--- src/rtl/ab_pkg.sv ---
package ab_pkg;
  typedef enum logic [2:0] {
    ST_IDLE,
    ST_WAIT_HI,
    ST_ARMED,
    ST_MEAS,
    ST_RECV,
    ST_DONE,
    ST_FAIL
  } ab_state_e;
endpackage

--- src/rtl/ab_sync.sv ---
module ab_sync #(
  parameter int   STAGES  = 2,
  parameter logic RST_VAL = 1'b1
) (
  input  logic clk_i,
  input  logic rst_ni,
  input  logic d_i,
  output logic q_o
);
  logic [STAGES-1:0] sr_q;

  always_ff @(posedge clk_i or negedge rst_ni) begin
    if (!rst_ni) sr_q <= {STAGES{RST_VAL}};
    else         sr_q <= {sr_q[STAGES-2:0], d_i};
  end

  assign q_o = sr_q[STAGES-1];
endmodule

--- src/rtl/ab_divider.sv ---
// Restoring divider, one quotient bit per cycle.
module ab_divider #(
  parameter int NUM_W = 21,
  parameter int DEN_W = 5
) (
  input  logic             clk_i,
  input  logic             rst_ni,
  input  logic             start_i,
  input  logic [NUM_W-1:0] num_i,
  input  logic [DEN_W-1:0] den_i,
  output logic             done_o,
  output logic [NUM_W-1:0] quo_o
);
  localparam int CW = $clog2(NUM_W + 1);

  logic [DEN_W-1:0] rem_q;
  logic [NUM_W-1:0] quo_q;
  logic [CW-1:0]    cnt_q;
  logic             busy_q, done_q;
  logic [DEN_W:0]   trial, diff;
  logic             ge;
  logic [DEN_W-1:0] rem_n;

  assign trial = {rem_q, quo_q[NUM_W-1]};
  assign ge    = trial >= {1'b0, den_i};
  assign diff  = trial - {1'b0, den_i};
  assign rem_n = ge ? diff[DEN_W-1:0] : trial[DEN_W-1:0];

  always_ff @(posedge clk_i or negedge rst_ni) begin
    if (!rst_ni) begin
      rem_q  <= '0;
      quo_q  <= '0;
      cnt_q  <= '0;
      busy_q <= 1'b0;
      done_q <= 1'b0;
    end else if (start_i) begin
      rem_q  <= '0;
      quo_q  <= num_i;
      cnt_q  <= CW'(NUM_W);
      busy_q <= 1'b1;
      done_q <= 1'b0;
    end else if (busy_q) begin
      rem_q <= rem_n;
      quo_q <= {quo_q[NUM_W-2:0], ge};
      cnt_q <= cnt_q - CW'(1);
      if (cnt_q == CW'(1)) begin
        busy_q <= 1'b0;
        done_q <= 1'b1;
      end
    end else begin
      done_q <= 1'b0;
    end
  end

  assign done_o = done_q;
  assign quo_o  = quo_q;
endmodule

--- src/rtl/ab_bitrx.sv ---
// Samples data bits at mid-bit using the measured period; starts at the start-bit rising edge.
module ab_bitrx #(
  parameter int CNT_W  = 20,
  parameter int DATA_W = 8
) (
  input  logic              clk_i,
  input  logic              rst_ni,
  input  logic              clr_i,
  input  logic              start_i,
  input  logic [CNT_W-1:0]  period_i,
  input  logic              rx_i,
  output logic              done_o,
  output logic [DATA_W-1:0] data_o
);
  localparam int BW = $clog2(DATA_W + 1);

  logic [CNT_W-1:0]  tmr_q, per_q;
  logic [BW-1:0]     nbit_q;
  logic              busy_q, done_q;
  logic [DATA_W-1:0] data_q;

  always_ff @(posedge clk_i or negedge rst_ni) begin
    if (!rst_ni) begin
      tmr_q  <= '0;
      per_q  <= '0;
      nbit_q <= '0;
      busy_q <= 1'b0;
      done_q <= 1'b0;
      data_q <= '0;
    end else if (clr_i) begin
      busy_q <= 1'b0;
      done_q <= 1'b0;
    end else if (start_i) begin
      per_q  <= period_i;
      tmr_q  <= period_i >> 1;
      nbit_q <= '0;
      busy_q <= 1'b1;
      done_q <= 1'b0;
    end else if (busy_q) begin
      if (tmr_q == '0) begin
        tmr_q <= per_q - CNT_W'(1);
        if (nbit_q < BW'(DATA_W)) begin
          data_q <= {rx_i, data_q[DATA_W-1:1]};
          nbit_q <= nbit_q + BW'(1);
        end else begin
          busy_q <= 1'b0;
          done_q <= 1'b1;
        end
      end else begin
        tmr_q <= tmr_q - CNT_W'(1);
      end
    end
  end

  assign done_o = done_q;
  assign data_o = data_q;
endmodule

--- src/rtl/uart_autobaud.sv ---
module uart_autobaud
  import ab_pkg::*;
#(
  parameter int CNT_W  = 20,
  parameter int OSR_W  = 5,
  parameter int TO_W   = 16,
  parameter int DIV_W  = 16,
  parameter int DATA_W = 8
) (
  input  logic              clk_i,
  input  logic              rst_ni,
  input  logic              rx_i,
  input  logic              ab_en_i,
  input  logic              sync_mode_i,
  input  logic [OSR_W-1:0]  osr_i,
  input  logic [TO_W-1:0]   timeout_i,
  output logic [DIV_W-1:0]  div_o,
  output logic              div_we_o,
  output logic [DATA_W-1:0] rx_data_o,
  output logic              rx_ready_o,
  output logic              ab_err_o
);
  localparam int NUM_W = CNT_W + 1;
  localparam logic [CNT_W-1:0] CNT_MAX = '1;

  ab_state_e        state_q;
  logic             rx_s, rx_q, act;
  logic [CNT_W-1:0] cnt_q;
  logic [TO_W-1:0]  to_q;
  logic [DIV_W-1:0] div_q, div_next;
  logic             we_q, div_ok_q;
  logic             meas_end, div_done, rx_done;
  logic [NUM_W-1:0] num, quo, q_m1;

  ab_sync #(.STAGES(2), .RST_VAL(1'b1)) u_sync (
    .clk_i (clk_i),
    .rst_ni(rst_ni),
    .d_i   (rx_i),
    .q_o   (rx_s)
  );

  always_ff @(posedge clk_i or negedge rst_ni) begin
    if (!rst_ni) rx_q <= 1'b1;
    else         rx_q <= rx_s;
  end

  assign act      = ab_en_i & ~sync_mode_i;
  assign meas_end = (state_q == ST_MEAS) && rx_s && act;
  assign num      = {1'b0, cnt_q} + NUM_W'(osr_i >> 1);

  ab_divider #(.NUM_W(NUM_W), .DEN_W(OSR_W)) u_div (
    .clk_i  (clk_i),
    .rst_ni (rst_ni),
    .start_i(meas_end),
    .num_i  (num),
    .den_i  (osr_i),
    .done_o (div_done),
    .quo_o  (quo)
  );

  ab_bitrx #(.CNT_W(CNT_W), .DATA_W(DATA_W)) u_rx (
    .clk_i   (clk_i),
    .rst_ni  (rst_ni),
    .clr_i   (state_q == ST_IDLE),
    .start_i (meas_end),
    .period_i(cnt_q),
    .rx_i    (rx_s),
    .done_o  (rx_done),
    .data_o  (rx_data_o)
  );

  assign q_m1 = quo - NUM_W'(1);

  generate
    if (NUM_W > DIV_W) begin : g_sat
      assign div_next = (|q_m1[NUM_W-1:DIV_W]) ? '1 : q_m1[DIV_W-1:0];
    end else begin : g_nosat
      assign div_next = DIV_W'(q_m1);
    end
  endgenerate

  always_ff @(posedge clk_i or negedge rst_ni) begin
    if (!rst_ni) begin
      state_q  <= ST_IDLE;
      cnt_q    <= '0;
      to_q     <= '0;
      div_q    <= '0;
      we_q     <= 1'b0;
      div_ok_q <= 1'b0;
    end else begin
      we_q <= 1'b0;
      if (!act) begin
        state_q  <= ST_IDLE;
        div_ok_q <= 1'b0;
      end else begin
        unique case (state_q)
          ST_IDLE: begin
            to_q     <= '0;
            div_ok_q <= 1'b0;
            state_q  <= rx_s ? ST_ARMED : ST_WAIT_HI;
          end
          ST_WAIT_HI: begin
            if (to_q >= timeout_i) state_q <= ST_FAIL;
            else begin
              to_q <= to_q + TO_W'(1);
              if (rx_s) state_q <= ST_ARMED;
            end
          end
          ST_ARMED: begin
            if (rx_q && !rx_s) begin
              state_q <= ST_MEAS;
              cnt_q   <= CNT_W'(1);
            end else if (to_q >= timeout_i) begin
              state_q <= ST_FAIL;
            end else begin
              to_q <= to_q + TO_W'(1);
            end
          end
          ST_MEAS: begin
            if (rx_s)                  state_q <= ST_RECV;
            else if (cnt_q != CNT_MAX) cnt_q   <= cnt_q + CNT_W'(1);
          end
          ST_RECV: begin
            if (div_done) begin
              if (quo == '0) state_q <= ST_FAIL;
              else begin
                we_q     <= 1'b1;
                div_q    <= div_next;
                div_ok_q <= 1'b1;
              end
            end else if (rx_done && div_ok_q) begin
              state_q <= ST_DONE;
            end
          end
          default: ;
        endcase
      end
    end
  end

  assign div_o      = div_q;
  assign div_we_o   = we_q;
  assign rx_ready_o = (state_q == ST_DONE);
  assign ab_err_o   = (state_q == ST_FAIL);
endmodule

--- config.mk ---
export PLATFORM = sky130hd
export DESIGN_NAME = uart_autobaud
export DESIGN_NICKNAME = d
export VERILOG_FILES = /design/src/rtl/ab_pkg.sv /design/src/rtl/ab_sync.sv /design/src/rtl/ab_divider.sv /design/src/rtl/ab_bitrx.sv /design/src/rtl/uart_autobaud.sv
export SDC_FILE = /design/constraint.sdc
export NUM_CORES = 1
export LEC_CHECK = 0
export CAP_MARGIN = 40
export CORE_ASPECT_RATIO = 1.1
export CORE_MARGIN = 2
export CORE_UTILIZATION = 45
export CTS_CLUSTER_SIZE = 8
export DETAILED_ROUTE_END_ITERATION = 12
export GPL_TIMING_DRIVEN = 0
export PLACE_DENSITY = 0.63
export SETUP_SLACK_MARGIN = 0.4
export SYNTH_ARGS = -nofsm -noshare
export SYNTH_HDL_FRONTEND = slang
export SYNTH_HIERARCHICAL = 1
export SYNTH_SLANG_ARGS = --single-unit
--- constraint.sdc ---
create_clock -name clk_i -period 6.95 [get_ports clk_i]
set_input_delay 1.39 -clock clk_i [delete_from_list [all_inputs] [get_ports clk_i]]
set_output_delay 1.39 -clock clk_i [all_outputs]
set_load 0.05 [all_outputs]
== Word-level counts from Yosys, hierarchy flattened ==
Index checks and enable logic that the tools add are counted.
Cells by class
  multiplexer cells: 57
  add/sub/neg operators: 9
  bitwise operators: 5
  reductions and logical operators: 27
  equal/unequal tests: 23
  $lt $le $gt $ge: 3
Operator list (count)
  2-to-1 mux 20 bit: 6
  2-to-1 mux 16 bit: 3
  one-hot mux 16 bit (3 select lines): 1
  2-to-1 mux 21 bit: 2
  one-hot mux 20 bit (2 select lines): 1
  subtractor 20 x 1 -> 20 bit, second input constant: 2
  2-to-1 mux 3 bit: 9
  2-to-1 mux 5 bit: 5
  2-to-1 mux 1 bit: 23
  adder 20 x 4 -> 21 bit: 1
  zero test 21 bit: 1
  subtractor 21 x 1 -> 21 bit, second input constant: 1
  adder 20 x 1 -> 20 bit, second input constant: 1
  zero test 20 bit: 1
  inequality test 20 bit, second input constant: 1
  adder 16 x 1 -> 16 bit, second input constant: 1
  >= comparator 16 bit: 1
  2-to-1 mux 4 bit: 4
  one-hot mux 3 bit (5 select lines): 1
  AND reduction 5 bit: 2
  nonzero test 2 bit: 5
  == test 3 bit, second input constant: 3
  inequality test 3 x 2 -> 1 bit, second input constant: 3
  AND reduction 3 bit: 3
  other kinds (27): 43
Storage, ports and cells
  register bits after elaboration: 147
  input port bits: 26
  output and inout bits: 27

== Depth between registers and ports, before layout ==
Gate-level depths: netlist of the first run.
  depth after elaboration: 6
  depth in mapped cells: 13

== Modules after synthesis ==
The synthesis of the first run kept the hierarchy.
By module, submodules not included
  uart_autobaud: area each 4241.6 um^2, times used 1, cells an instance 491, seq. area each 1452.6 um^2
  ab_bitrx: area each 3022.9 um^2, times used 1, cells an instance 340, seq. area each 1351.3 um^2
  ab_divider: area each 1750.4 um^2, times used 1, cells an instance 173, seq. area each 825.8 um^2
  ab_sync: area each 52.6 um^2, times used 1, cells an instance 2, seq. area each 52.6 um^2

== Least setup slack after synthesis of the first run ==
OpenSTA, ideal clock, no wires.
  path type: in2reg
  from: input port ab_en_i
  to: register u_rx.tmr_q[15]
  cell stages on the path: 11
  arrival time: 3.320 ns
  setup time: 0.087 ns
  slack: 3.543 ns
  path buffers: 5
  path through: nor2b_1 > clkbuf_1 > clkbuf_1 > nand2_1 > nor2_1 > clkbuf_1 > nor2b_1 > clkbuf_1 > clkbuf_1 > nand2_1 > o211ai_1
On the way
  word-level cells in the longest chain between the ends: 4
RTL lines
  start: declaration: line uart_autobaud.sv:13  | input logic ab_en_i,
  AND 1 bit (*): line uart_autobaud.sv:47  | assign act = ab_en_i & ~sync_mode_i;
  logical AND 1 bit (*): line uart_autobaud.sv:48  | assign meas_end = (state_q == ST_MEAS) && rx_s && act;
  via meas_end: line uart_autobaud.sv:32  | logic meas_end, div_done, rx_done;
  nonzero test 2 bit (no line)
  AND reduction 2 bit (no line)
  end signal: assignment: line ab_bitrx.sv:35  | tmr_q <= period_i >> 1;
  end signal: assignment: line ab_bitrx.sv:41  | tmr_q <= per_q - CNT_W'(1);
  end signal: assignment: line ab_bitrx.sv:50  | tmr_q <= tmr_q - CNT_W'(1);
  end: declaration: line ab_bitrx.sv:17  | logic [CNT_W-1:0] tmr_q, per_q;
Mark *: on every way through the listed nets, which the timed path passes. The rest lies on a longest branch.
A chain may end at the register's enable or synchronous reset.

== Worst setup path after layout of the first run ==
Same ends and word-level chain as after synthesis.

==> run metrics, run 1 <==
status finished, final reports clean; largest net degree at the start of global routing 81; final-report setup violation count 0; Root Driver clkbuf_16; max-cap violations 0; vias 7603; worst hold endpoint u_sync/sr_q[1]; Sw Ratio 0.2921; Startpoint Class input port; post-layout util 0.5344; post-place instance area 0.009943 mm²; design area 0.01058 mm²; Synth Cell Area 0.009067 mm²; Std-Cell Core Area 0.01980 mm²; cell family with most CP delay buffers and inverters; unrepaired setup endpoints after global routing no; grt ovf 0; flop2flop setup slack 2.71 ns; met3 wire length 999 µm; syn nets 1067; Yosys cell types 80; Placement Setup Slack 2.109 ns; Primary FF master, synth dfrtp_1; static leakage 4.496 nW; Seq pwr share 0.419; metal2 WL 10260 µm; highest metal used met4; Post-CTS Resized 0; Max Root-Sink Buffers 2; Post-Syn Instances 1006; vias in the first global route 7374; clock slew at reported path FFs 0.06 ns; Worst-Margin Slew 0.8052 ns; Final #Nets 1140; Final Hold Fails 0; layout cells sized above 1 0.09074; WL per Instance 16.75 µm; Worst setup EP type flop; H-tree depth 4; Comb pwr share 0.184; Max FO, Critical Path 10; Worst Min Path Start u_sync/sr_q[0]; fraction of registers with async set/reset 1.000; VDD IR max 0.0001750 V; total design power 0.002542 W; first-pass GRT wire length 37920 µm; port bufs 52; GPL Wtd Cong 0.9179; Final Max Tran Viols 0; Met1 Wirelength 10510 µm; HPWL Detailed 16310 µm; Post-CTS Setup Bufs 0; die height 152.9 µm; antenna violations before repair 0; hold buffer count at cts 0; crit-path most repeated cell clkbuf_1; Worst Setup SP ab_en_i; reg-to-reg critical path endpoint u_rx/tmr_q[16]; CP Data Arrival Time 4.76 ns; cell taking the most area after synthesis dfrtp_1; number of flops mapped to enable cells by yosys 0; antenna cells 0; Initial Utilization 0.4580; GRT Util Overall 0.2186; critical path data required time 7.28 ns; Cell Rows 54; Clk pwr share 0.396; # IOs 53; Routed WL 22500 µm; min Tclk post-route 4.434 ns; Hold WS 0.3572 ns; Crit Reg-Reg Startpoint u_rx/tmr_q[13]; worst setup margin 2.516 ns; Yosys top cell area share 0.3974; Synth Warn # 6; Final ANT Viol Nets 0; Slew HR 0.4627; reg2reg path depth 13; Starting DRT DRC Count 524; Mapped Avg Cell Area 9.013 µm²; Slowest-stage cell, CP clkdlybuf4s50_1; DRC viols 0; Multi-input gate area 0.005017 mm²; Buf/Inv on CP 6; Die W 139.3 µm; sw power 0.0007425 W; Area Growth Syn to Fin 16.67%; period utilization 0.6381; clock skew 0.01190 ns; CTS tree done; post-synthesis register bit count 147; worst min path class flop to flop; vias per cell 5.661; Int Power 0.001799 W; die area 0.02130 mm²; PwrDens 240.3 mW/mm²; largest stage delay on the critical path 0.48 ns; WHS Path Cells 0; sequential element share of the synthesized area 0.4061; clk sinks 147; CTS buffer count 17; drt pass-1 iters 5; Clk Latency, worst-skew pair 0.43 ns; largest cells by area after synthesis dfrtp_1 (40%), nand2_1 (5.6%), ha_1 (4.6%); sequential cell area 0.003682 mm²; Peak Freq 225.5 MHz; Setup CP Type input port to flop; CP Cell Sequence clkdlybuf4s50_1, nor2b_1, clkbuf_1, clkbuf_1, nand2_1, nor2_1, clkbuf_1, nor2b_1, clkbuf_1, clkbuf_1, nand2_1, o211ai_1; FILL cells 1863
[synthesized netlist by cell type, types with 10 or more instances]
cell      count
nand4_1      13
nor2b_1      11
a21oi_1      58
buf_2        11
mux2_2       10
nor3_1       27
nand2_1     135
and3_1       17
inv_1        36
ha_1         33
nand2b_1     14
clkbuf_1     29
dfrtp_1     144
nor2_1      107
or3_1        14
o211ai_1     25
o21ai_0      55
nand3_1      18
xnor2_1      28
mux2i_1      25
xor2_1       39
[cell usage in the layout (no fill, tap or decap), types with 4 or more instances in the layout]
cell and count:
a22oi_1 5, o22ai_1 8, or2_2 4, clkbuf_1 31, nor4_1 7, and3_1 17
a21oi_4 6, nand4_1 13, a31oi_1 8, nand2_1 135, or4_1 9, clkdlybuf4s50_1 51
nand2b_1 14, inv_1 36, buf_2 11, mux2i_1 25, a21oi_2 5, o211ai_1 25
a21oi_1 58, xor2_1 39, nor2_1 107, nor2b_1 11, a21o_1 4, clkbuf_16 17
o31ai_1 9, mux2_2 10, o41ai_1 4, o2111ai_1 7, dfrtp_1 144, or3_1 14
nor3_1 27, a211oi_1 6, nand3_1 18, xnor2_1 28, o21ai_0 55, ha_1 33
bufinv_16 5
[worst register-to-register path: stages (launching register included)]
cell and delay (ns):
dfrtp_1 0.44, nor4_4 0.46, nand4b_4 0.20, nor2_1 0.45, clkbuf_1 0.51, clkbuf_1 0.53, a21oi_1 0.16, ha_1 0.26
nand2b_1 0.14, nor3_1 0.08, o2111ai_1 0.37, nor3_1 0.17, xnor2_1 0.21, o211ai_1 0.10
[cell families after synthesis]
| kind of cell | Yosys count | synth area share |
|---|---|---|
| muxes | 37 | 0.04333 |
| adders and majority gates | 35 | 0.04995 |
| and+or+nand+nor | 408 | 0.2262 |
| AOI/OAI and AO/OA | 228 | 0.1692 |
| DFF | 147 | 0.4061 |
| xor gates and xnor gates | 67 | 0.06472 |
| buffers and inverters | 84 | 0.04057 |
[power by group through the flow]
| stage | combinational (W) | clock [W] | sequential (W) |
|---|---|---|---|
| final | 0.000469 | 0.00101 | 0.00107 |
| after detailed placement | 0.000468 | 0 | 0.00108 |
| after floorplan | 0.000365 | 0 | 0.00105 |
| after CTS | 0.000472 | 0.00102 | 0.00106 |
| after global placement | 0.000459 | 0 | 0.00108 |
| after global routing | 0.000529 | 0.00106 | 0.00108 |
[worst max-delay path by stage]
stage / end / slack, ns / depth (start not counted)
floorplan: u_rx/tmr_q[15] / 3.54 / 11
global placement: u_rx/tmr_q[13] / -1.67 / 1
detailed placement: u_rx/tmr_q[15] / 2.11 / 12
CTS: u_rx/tmr_q[15] / 2.54 / 12
global route: u_rx/tmr_q[15] / 2.24 / 12
finish: u_rx/tmr_q[15] / 2.52 / 12
[layer usage]
metal / GRT usage / vias to the layer above
li1: - / 3742
met1: 0.3022 / 3625
met2: 0.3406 / 197
met3: 0.03979 / 39
met4: 0.08850 / 0
met5: 0 / -
[state kept, by name, indices dropped and copies added, names as in the netlist, 5 cells and up]
| register | count |
|---|---|
| u_div/quo_o | 21 |
| cnt_q | 20 |
| u_rx/per_q | 20 |
| u_rx/tmr_q | 20 |
| div_o | 16 |
| to_q | 16 |
| u_rx/data_o | 8 |
| u_div/cnt_q | 5 |
| u_div/rem_q | 5 |
[final cells by class]
class | count | share of cell area
flip-flops and latches | 147 | 0.3481
well taps | 252 | 0.02980
multi-input cells | 775 | 0.4743
inverters | 36 | 0.01277
clock buffers | 19 | 0.04092
clock inverters | 12 | 0.01916
plain buffers | 48 | 0.02200
repair buffers | 54 | 0.05299
[stage by stage]
stage                     TNS (ns)  std cells
after detailed placement         0       1312
after floorplan                  0       1006
after CTS                        0       1343
final                            0       1343
after global routing             0       1343
after global placement     -237.59       1310
(Power assumes the default switching activity.)
==> run 2: changes to the inputs <==
PLACE_DENSITY = 0.65   (was 0.63)
clock period = 3.9 ns   (was 6.95 ns; I/O delays follow)
==> run 2 against run 1 <==
Effect of this change:
- worst hold slack lost 0.035 ns
- combinational power grew 81%
- sequential share of layout area is essentially flat
- critical path depth grew 1
- clock skew shrank 0.0016 ns
- non-clock buffer count grew 1
- first-iteration DRC count grew 36%
- core utilization is essentially flat
- clock power grew 66%
- register-to-register slack lost 2.1 ns
- global-route usage grew 0.34 points
- largest cell class unchanged
==> run metrics, run 2 (synthesis results as in run 1) <==
min Tclk post-route 3.333 ns; port bufs 52 (unchanged); antenna cells 0 (unchanged); clock slew at reported path FFs 0.07 ns (was 0.06 ns); period utilization 0.8545; largest net degree at the start of global routing 84 (was 81); vias in the first global route 7491 (was 7374); GRT Util Overall 0.2220 (was 0.2186); vias 7752 (was 7603); Slowest-stage cell, CP dfrtp_1 (was clkdlybuf4s50_1); Int Power 0.003057 W (was 0.001799 W); Startpoint Class flop (was input port); layout cells sized above 1 0.1052 (was 0.09074); status finished, final reports clean (unchanged); Starting DRT DRC Count 712 (was 524); CP Cell Sequence nor4_4, nand4b_4, nor2_4, buf_2, buf_2, a21oi_1, ha_1, nand2b_1, nor3_2, o2111ai_2, nor3_1, xnor2_1, o211ai_1 (was clkdlybuf4s50_1, nor2b_1, clkbuf_1, clkbuf_1, nand2_1, nor2_1, clkbuf_1, nor2b_1, clkbuf_1, clkbuf_1, nand2_1, o211ai_1); largest stage delay on the critical path 0.47 ns (was 0.48 ns); Clk Latency, worst-skew pair 0.43 ns (about the same); Placement Setup Slack -0.3381 ns (was 2.109 ns); critical path data required time 4.18 ns (was 7.28 ns); die height 152.9 µm (unchanged); static leakage 4.524 nW (was 4.496 nW); Hold WS 0.3219 ns (was 0.3572 ns); Sw Ratio 0.3078 (was 0.2921); PwrDens 417.3 mW/mm² (was 240.3 mW/mm²); H-tree depth 4 (unchanged); Max Root-Sink Buffers 2 (unchanged); Initial Utilization 0.4580 (unchanged); Final #Nets 1141 (was 1140); most common cell after layout, fill and taps aside dfrtp_1 (unchanged); crit-path most repeated cell buf_2 (was clkbuf_1); grt ovf 0 (unchanged); worst setup margin 0.5673 ns (was 2.516 ns); Worst Setup SP u_rx/tmr_q[5] (was ab_en_i); Area Growth Syn to Fin 16.74% (was 16.67%); most frequent cells in the layout dfrtp_1 (144), nand2_1 (134), nor2_1 (106), a21oi_1 (58), o21ai_0 (55) (was dfrtp_1 (144), nand2_1 (135), nor2_1 (107), a21oi_1 (58), o21ai_0 (55)); final setup TNS 0 ns (unchanged); vias per cell 5.764 (was 5.661); Root Driver clkbuf_16 (unchanged); Final ANT Viol Nets 0 (unchanged); Cell Rows 54 (unchanged); antenna violations before repair 0 (unchanged); Peak Freq 300.1 MHz; CTS buffer count 17 (unchanged); sw power 0.001359 W (was 0.0007425 W); Largest register FFs 21 (unchanged); GPL Wtd Cong 0.9165 (was 0.9179); die area 0.02130 mm² (unchanged); clock skew 0.01029 ns (was 0.01190 ns); HPWL Detailed 16260 µm (was 16310 µm); Comb pwr share 0.192 (was 0.184); first-pass GRT wire length 38630 µm (was 37920 µm); Final Hold Fails 0 (unchanged); Std-Cell Core Area 0.01980 mm² (unchanged); drt pass-1 iters 5 (unchanged); Worst-Margin Slew 0.7730 ns (was 0.8052 ns); Max FO, Critical Path 10 (unchanged); Die W 139.3 µm (unchanged); Routed WL 22810 µm (was 22500 µm); final-report setup violation count 0 (unchanged); Seq pwr share 0.429 (was 0.419); Crit Reg-Reg Startpoint u_rx/tmr_q[5] (was u_rx/tmr_q[13]); WL per Instance 16.96 µm (was 16.75 µm); clk sinks 147 (unchanged); Final Max Tran Viols 0 (unchanged); Worst setup EP type flop (unchanged); CTS tree done (unchanged); # IOs 53 (unchanged); DRC viols 0 (unchanged); unrepaired setup endpoints after global routing no (unchanged); max-cap violations 0 (unchanged); hold buffer count at cts 0 (unchanged); Slew HR 0.4807 (was 0.4627); VDD IR max 0.0003984 V (was 0.0001750 V); worst min path class input port to async pin (was flop to flop); Clk pwr share 0.379 (was 0.396); Setup CP Type flop to flop (was input port to flop); post-layout util 0.5347 (was 0.5344); Multi-input gate area 0.005045 mm² (was 0.005017 mm²); sequential cell area 0.003682 mm² (unchanged); FILL cells 1827 (was 1863); CP Data Arrival Time 3.62 ns (was 4.76 ns)
## run 2: changes by cell type in the layout (fill, tap and decap cells not counted), sizes merged
cell           before  now
clkinv              3    4
bufinv              5    2
clkdlybuf4s15       1    0
buf                21   25
clkbuf             48   46
clkinvlp            1    4
## run 2: power by group through the flow
| stage | registers, W | logic [W] | clock network (W) |
|---|---|---|---|
| detailed placement | 0.00192 | 0.000840 | 0 |
| CTS | 0.00189 | 0.000846 | 0.00170 |
| global route | 0.00193 | 0.000961 | 0.00177 |
| global placement | 0.00192 | 0.000818 | 0 |
| finish | 0.00189 | 0.000847 | 0.00168 |
| floorplan | 0.00186 | 0.000651 | 0 |
## run 2: area by class of cell
type / instances / share of cell area
Buffer: 48 / 0.02293
Clock buffer: 19 / 0.04279
Clock inverter: 13 / 0.01418
Inverter: 36 / 0.01277
Multi-Input combinational cell: 775 / 0.4766
Sequential cell: 147 / 0.3479
Tap cell: 252 / 0.02979
Timing Repair Buffer: 55 / 0.05307
## run 2: final timing paths
path	to	slack (ns)	depth (start not counted)
worst min register to register	u_sync/sr_q[1]	0.36	0
worst max-delay path	u_rx/tmr_q[16]	0.57	13
worst min-delay path	u_div/cnt_q[0]	0.32	1
max in group asynchronous	u_rx/per_q[9]	2.74	2
min in group clk_i	u_sync/sr_q[1]	0.36	0
worst max register to register	u_rx/tmr_q[16]	0.57	13
## run 2: worst max-delay path, delay by kind of cell (launching register included)
kind            cells  cell delay, ns
flops               1            0.47
buf+inv             2            0.62
compound gates      3            0.40
simple gates        6            1.26
xor+xnor            1            0.19
fa+ha+maj           1            0.24
## run 2: layer usage
metal,vias up,wire [µm],track usage
met5,-,0,0
met4,0,767,0.08995
met3,51,970,0.03665
met2,237,10500,0.3492
met1,3712,10570,0.3062
li1,3752,-,-
## run 2: what timing repair did
action	4_1_cts	5_1_grt
endpoints found under the setup margin	46	56
gates cloned	0	0
resized for setup	8	10
pin swaps	0	1
setup buffers	0	1
endpoints found under the hold margin	0	0
## run 2: per-stage QoR
stage	power, W	instance area [µm²]	instances
2_1_floorplan	0.002513	9067	1006
3_3_place_gp	0.002736	9903	1310
3_5_place_dp	0.002759	9937	1312
4_1_cts	0.004441	10560	1344
5_1_grt	0.004655	10590	1345
6_report	0.004417	10590	1345
==> run 3: changes to the inputs <==
CORE_UTILIZATION = 52   (was 45)
PLACE_DENSITY = 0.74   (was 0.65)
SETUP_SLACK_MARGIN = 0.05   (was 0.4)
SYNTH_HIERARCHICAL = default   (was 1)
==> run 3 against run 2 <==
Effect of this change:
- sequential share of layout area up 1.2 points
- clock skew down 0.0028 ns
- critical path depth up 1
- setup slack worse by 0.45 ns
- highest routed layer unchanged
- fmax down 12%
- register-to-register slack worse by 0.45 ns
- sequential power up 6%
- total power up 12%
- non-clock buffer count up 12
- wire length down 2.6%
- core utilization up 8.8 points
==> run metrics, run 3 <==
clock slew at reported path FFs 0.06 ns (was 0.07 ns); Std-Cell Core Area 0.01643 mm² (was 0.01980 mm²); Yosys top cell area share 0.4125 (was 0.3974); Startpoint Class flop (unchanged); Buf/Inv on CP 2 (unchanged); Initial Utilization 0.5317 (was 0.4580); Worst setup EP type flop (unchanged); flop2flop setup slack 0.12 ns (was 0.57 ns); crit-path most repeated cell or4_4 (was buf_2); Worst-Margin Slew 0.8492 ns (was 0.7730 ns); top-count cell post-synth dfrtp_1 (unchanged); largest stage delay on the critical path 0.46 ns (was 0.47 ns); fraction of registers with async set/reset 1.000 (unchanged); syn nets 1054 (was 1067); cell family with most CP delay simple AND/OR/NAND/NOR gates (unchanged); post-synthesis register bit count 147 (unchanged); status finished, final reports clean (unchanged); Area Growth Syn to Fin 17.09% (was 16.74%); Slew HR 0.4304 (was 0.4807); Mapped Avg Cell Area 8.789 µm² (was 9.013 µm²); clock skew 0.007475 ns (was 0.01029 ns); worst hold endpoint u_sync.sr_q[1]; # IOs 53 (unchanged); largest cells by area after synthesis dfrtp_1 (41%), nand2_1 (5.5%), ha_1 (4.6%) (was dfrtp_1 (40%), nand2_1 (5.6%), ha_1 (4.6%)); Yosys cell types 78 (was 80); Crit Reg-Reg Startpoint u_rx.tmr_q[2] (was u_rx/tmr_q[5]); VDD IR max 0.0003103 V (was 0.0003984 V); CTS buffer count 17 (unchanged); critical path data required time 4.25 ns (was 4.18 ns); vias per cell 5.910 (was 5.764); Cell Rows 49 (was 54); most common cell after layout, fill and taps aside dfrtp_1 (unchanged); antenna violations before repair 0 (unchanged); synth cell count leaders dfrtp_1 (144), nand2_1 (129), nor2_1 (101), a21oi_1 (65), o21ai_0 (57) (was dfrtp_1 (144), nand2_1 (135), nor2_1 (107), a21oi_1 (58), o21ai_0 (55)); Synth Cell Area 0.008736 mm² (was 0.009067 mm²); Final ANT Viol Nets 0 (unchanged); first-pass GRT wire length 36510 µm (was 38630 µm); vias 7636 (was 7752); sequential element share of the synthesized area 0.4215 (was 0.4061); Largest register FFs 21 (unchanged); Clk Latency, worst-skew pair 0.44 ns (was 0.43 ns); CTS tree done (unchanged); Routed WL 22210 µm (was 22810 µm); WL per Instance 17.19 µm (was 16.96 µm); Final #Nets 1135 (was 1141); Peak Freq 264.6 MHz (was 300.1 MHz); period utilization 0.9691 (was 0.8545); PwrDens 485.5 mW/mm² (was 417.3 mW/mm²); CP Data Arrival Time 4.13 ns (was 3.62 ns); Synth Warn # 0 (was 6); Worst Setup SP u_rx.tmr_q[2] (was u_rx/tmr_q[5]); number of flops mapped to enable cells by yosys 0 (unchanged); layout cells sized above 1 0.08272 (was 0.1052); post-place instance area 0.009540 mm² (was 0.009937 mm²); reg-to-reg critical path endpoint u_rx.tmr_q[16] (was u_rx/tmr_q[16]); die area 0.01785 mm² (was 0.02130 mm²); GPL Wtd Cong 0.9126 (was 0.9165); Max FO, Critical Path 19 (was 10); design area 0.01023 mm² (was 0.01059 mm²); most frequent cells in the layout dfrtp_1 (143), nand2_1 (129), nor2_1 (100), a21oi_1 (63), o21ai_0 (57) (was dfrtp_1 (144), nand2_1 (134), nor2_1 (106), a21oi_1 (58), o21ai_0 (55)); post-placement cell count 1251 (was 1312); post-layout util 0.6225 (was 0.5347); Primary FF master, synth dfrtp_1 (unchanged); worst min path class flop to flop (was input port to async pin); Slowest-stage cell, CP or4_4 (was dfrtp_1); Non-Filler Instances 1292 (was 1345); drt pass-1 iters 5 (unchanged); total design power 0.004966 W (was 0.004417 W); Final Max Tran Viols 0 (unchanged); Hold WS 0.3597 ns (was 0.3219 ns); static leakage 4.582 nW (was 4.524 nW); vias in the first global route 7257 (was 7491); CP Cell Sequence or4_4, nor4_2, and3_1, buf_2, buf_4, a21oi_2, ha_2, or3b_4, or4_4, a311o_1, a21o_1, or3_4, xnor2_2, o211ai_1 (was nor4_4, nand4b_4, nor2_4, buf_2, buf_2, a21oi_1, ha_1, nand2b_1, nor3_2, o2111ai_2, nor3_1, xnor2_1, o211ai_1); H-tree depth 4 (unchanged); HPWL Detailed 15650 µm (was 16260 µm); GRT Util Overall 0.2558 (was 0.2220); Setup CP Type flop to flop (unchanged); port bufs 52 (unchanged); min Tclk post-route 3.779 ns (was 3.333 ns); Post-Syn Instances 994 (was 1006); clk sinks 147 (unchanged); grt ovf 0 (unchanged); reg2reg path depth 14 (was 13); Root Driver clkbuf_16 (unchanged); WHS Path Cells 0; die height 139.9 µm (was 152.9 µm); unrepaired setup endpoints after global routing yes (was no); Max Root-Sink Buffers 2 (unchanged); DRC viols 0 (unchanged); Die W 127.6 µm (was 139.3 µm); Worst Min Path Start u_sync.sr_q[0]; final-report setup violation count 0 (unchanged); Final Hold Fails 0 (unchanged); cell taking the most area after synthesis dfrtp_1 (unchanged); max-cap violations 0 (unchanged); Starting DRT DRC Count 632 (was 712); largest net degree at the start of global routing 81 (was 84); antenna cells 0 (unchanged)
==> run 3: how the worst max path moves through the flow <==
stage	to	cells past startpoint
after detailed placement	u_rx.data_o[3]	8
after global placement	to_q[8]	1
after global routing	u_rx.tmr_q[16]	14
after floorplan	u_rx.tmr_q[16]	15
final	u_rx.tmr_q[16]	14
after CTS	u_rx.tmr_q[16]	15
==> run 3: layer usage <==
metal,up-vias,share of wire,track usage
li1,3680,-,-
met1,3674,0.46,0.3539
met2,251,0.48,0.4112
met3,31,0.052,0.04698
met4,0,0.015,0.07808
met5,-,0,0
==> run 3: report_power, final <==
group / total, W / internal (W) / leakage (nW) / switching (W)
Combinational: 0.00133 / 0.000558 / 2.41 / 0.000772
Sequential: 0.00200 / 0.00176 / 1.90 / 0.000241
Clock: 0.00164 / 0.000973 / 0.274 / 0.000663
==> run 3: layout make-up <==
class                   instances  area (µm²)
fillers                      1418        6202
multi-input cells             752        4710
flip-flops and latches        147        3684
repair buffers                 64       631.9
clock buffers                  20       456.7
well taps                     204       255.2
plain buffers                  51       203.9
inverters                      42       157.7
clock inverters                12       130.1
==> run 3: repair_timing <==
action / 4_1_cts / 5_1_grt
endpoints found under the setup margin: 3 / 13
setup buffers: 9 / 2
pin swaps: 1 / 1
hold buffers: 0 / 0
gates resized for setup: 5 / 4
==> run 3: kinds of logic after synthesis <==
| kind of cell | count (synthesis) | synth area share |
|---|---|---|
| and+or+nand+nor | 390 | 0.2206 |
| AOI/OAI and AO/OA | 251 | 0.1822 |
| DFF | 147 | 0.4215 |
| buffers and inverters | 95 | 0.04268 |
| xor gates and xnor gates | 53 | 0.05400 |
| adders and majority gates | 34 | 0.05042 |
| muxes | 24 | 0.02865 |
==> run 3: worst reg2reg max path: stages (launching register included) <==
cell      delay (ns)
dfrtp_1         0.37
or4_4           0.17
nor4_2          0.07
and3_1          0.18
buf_2           0.16
buf_4           0.23
a21oi_2         0.20
ha_2            0.22
or3b_4          0.41
or4_4           0.46
a311o_1         0.38
a21o_1          0.21
or3_4           0.35
xnor2_2         0.13
o211ai_1        0.15
==> run 3: metrics by stage <==
stage / TNS (ns) / worst slack (ns)
final: 0 / 0.1207
after global routing: -0.003106 / -0.003106
after CTS: 0 / 0.06189
after detailed placement: -2.184 / -0.2388
after global placement: -571.57 / -3.926
after floorplan: 0 / 0.1755
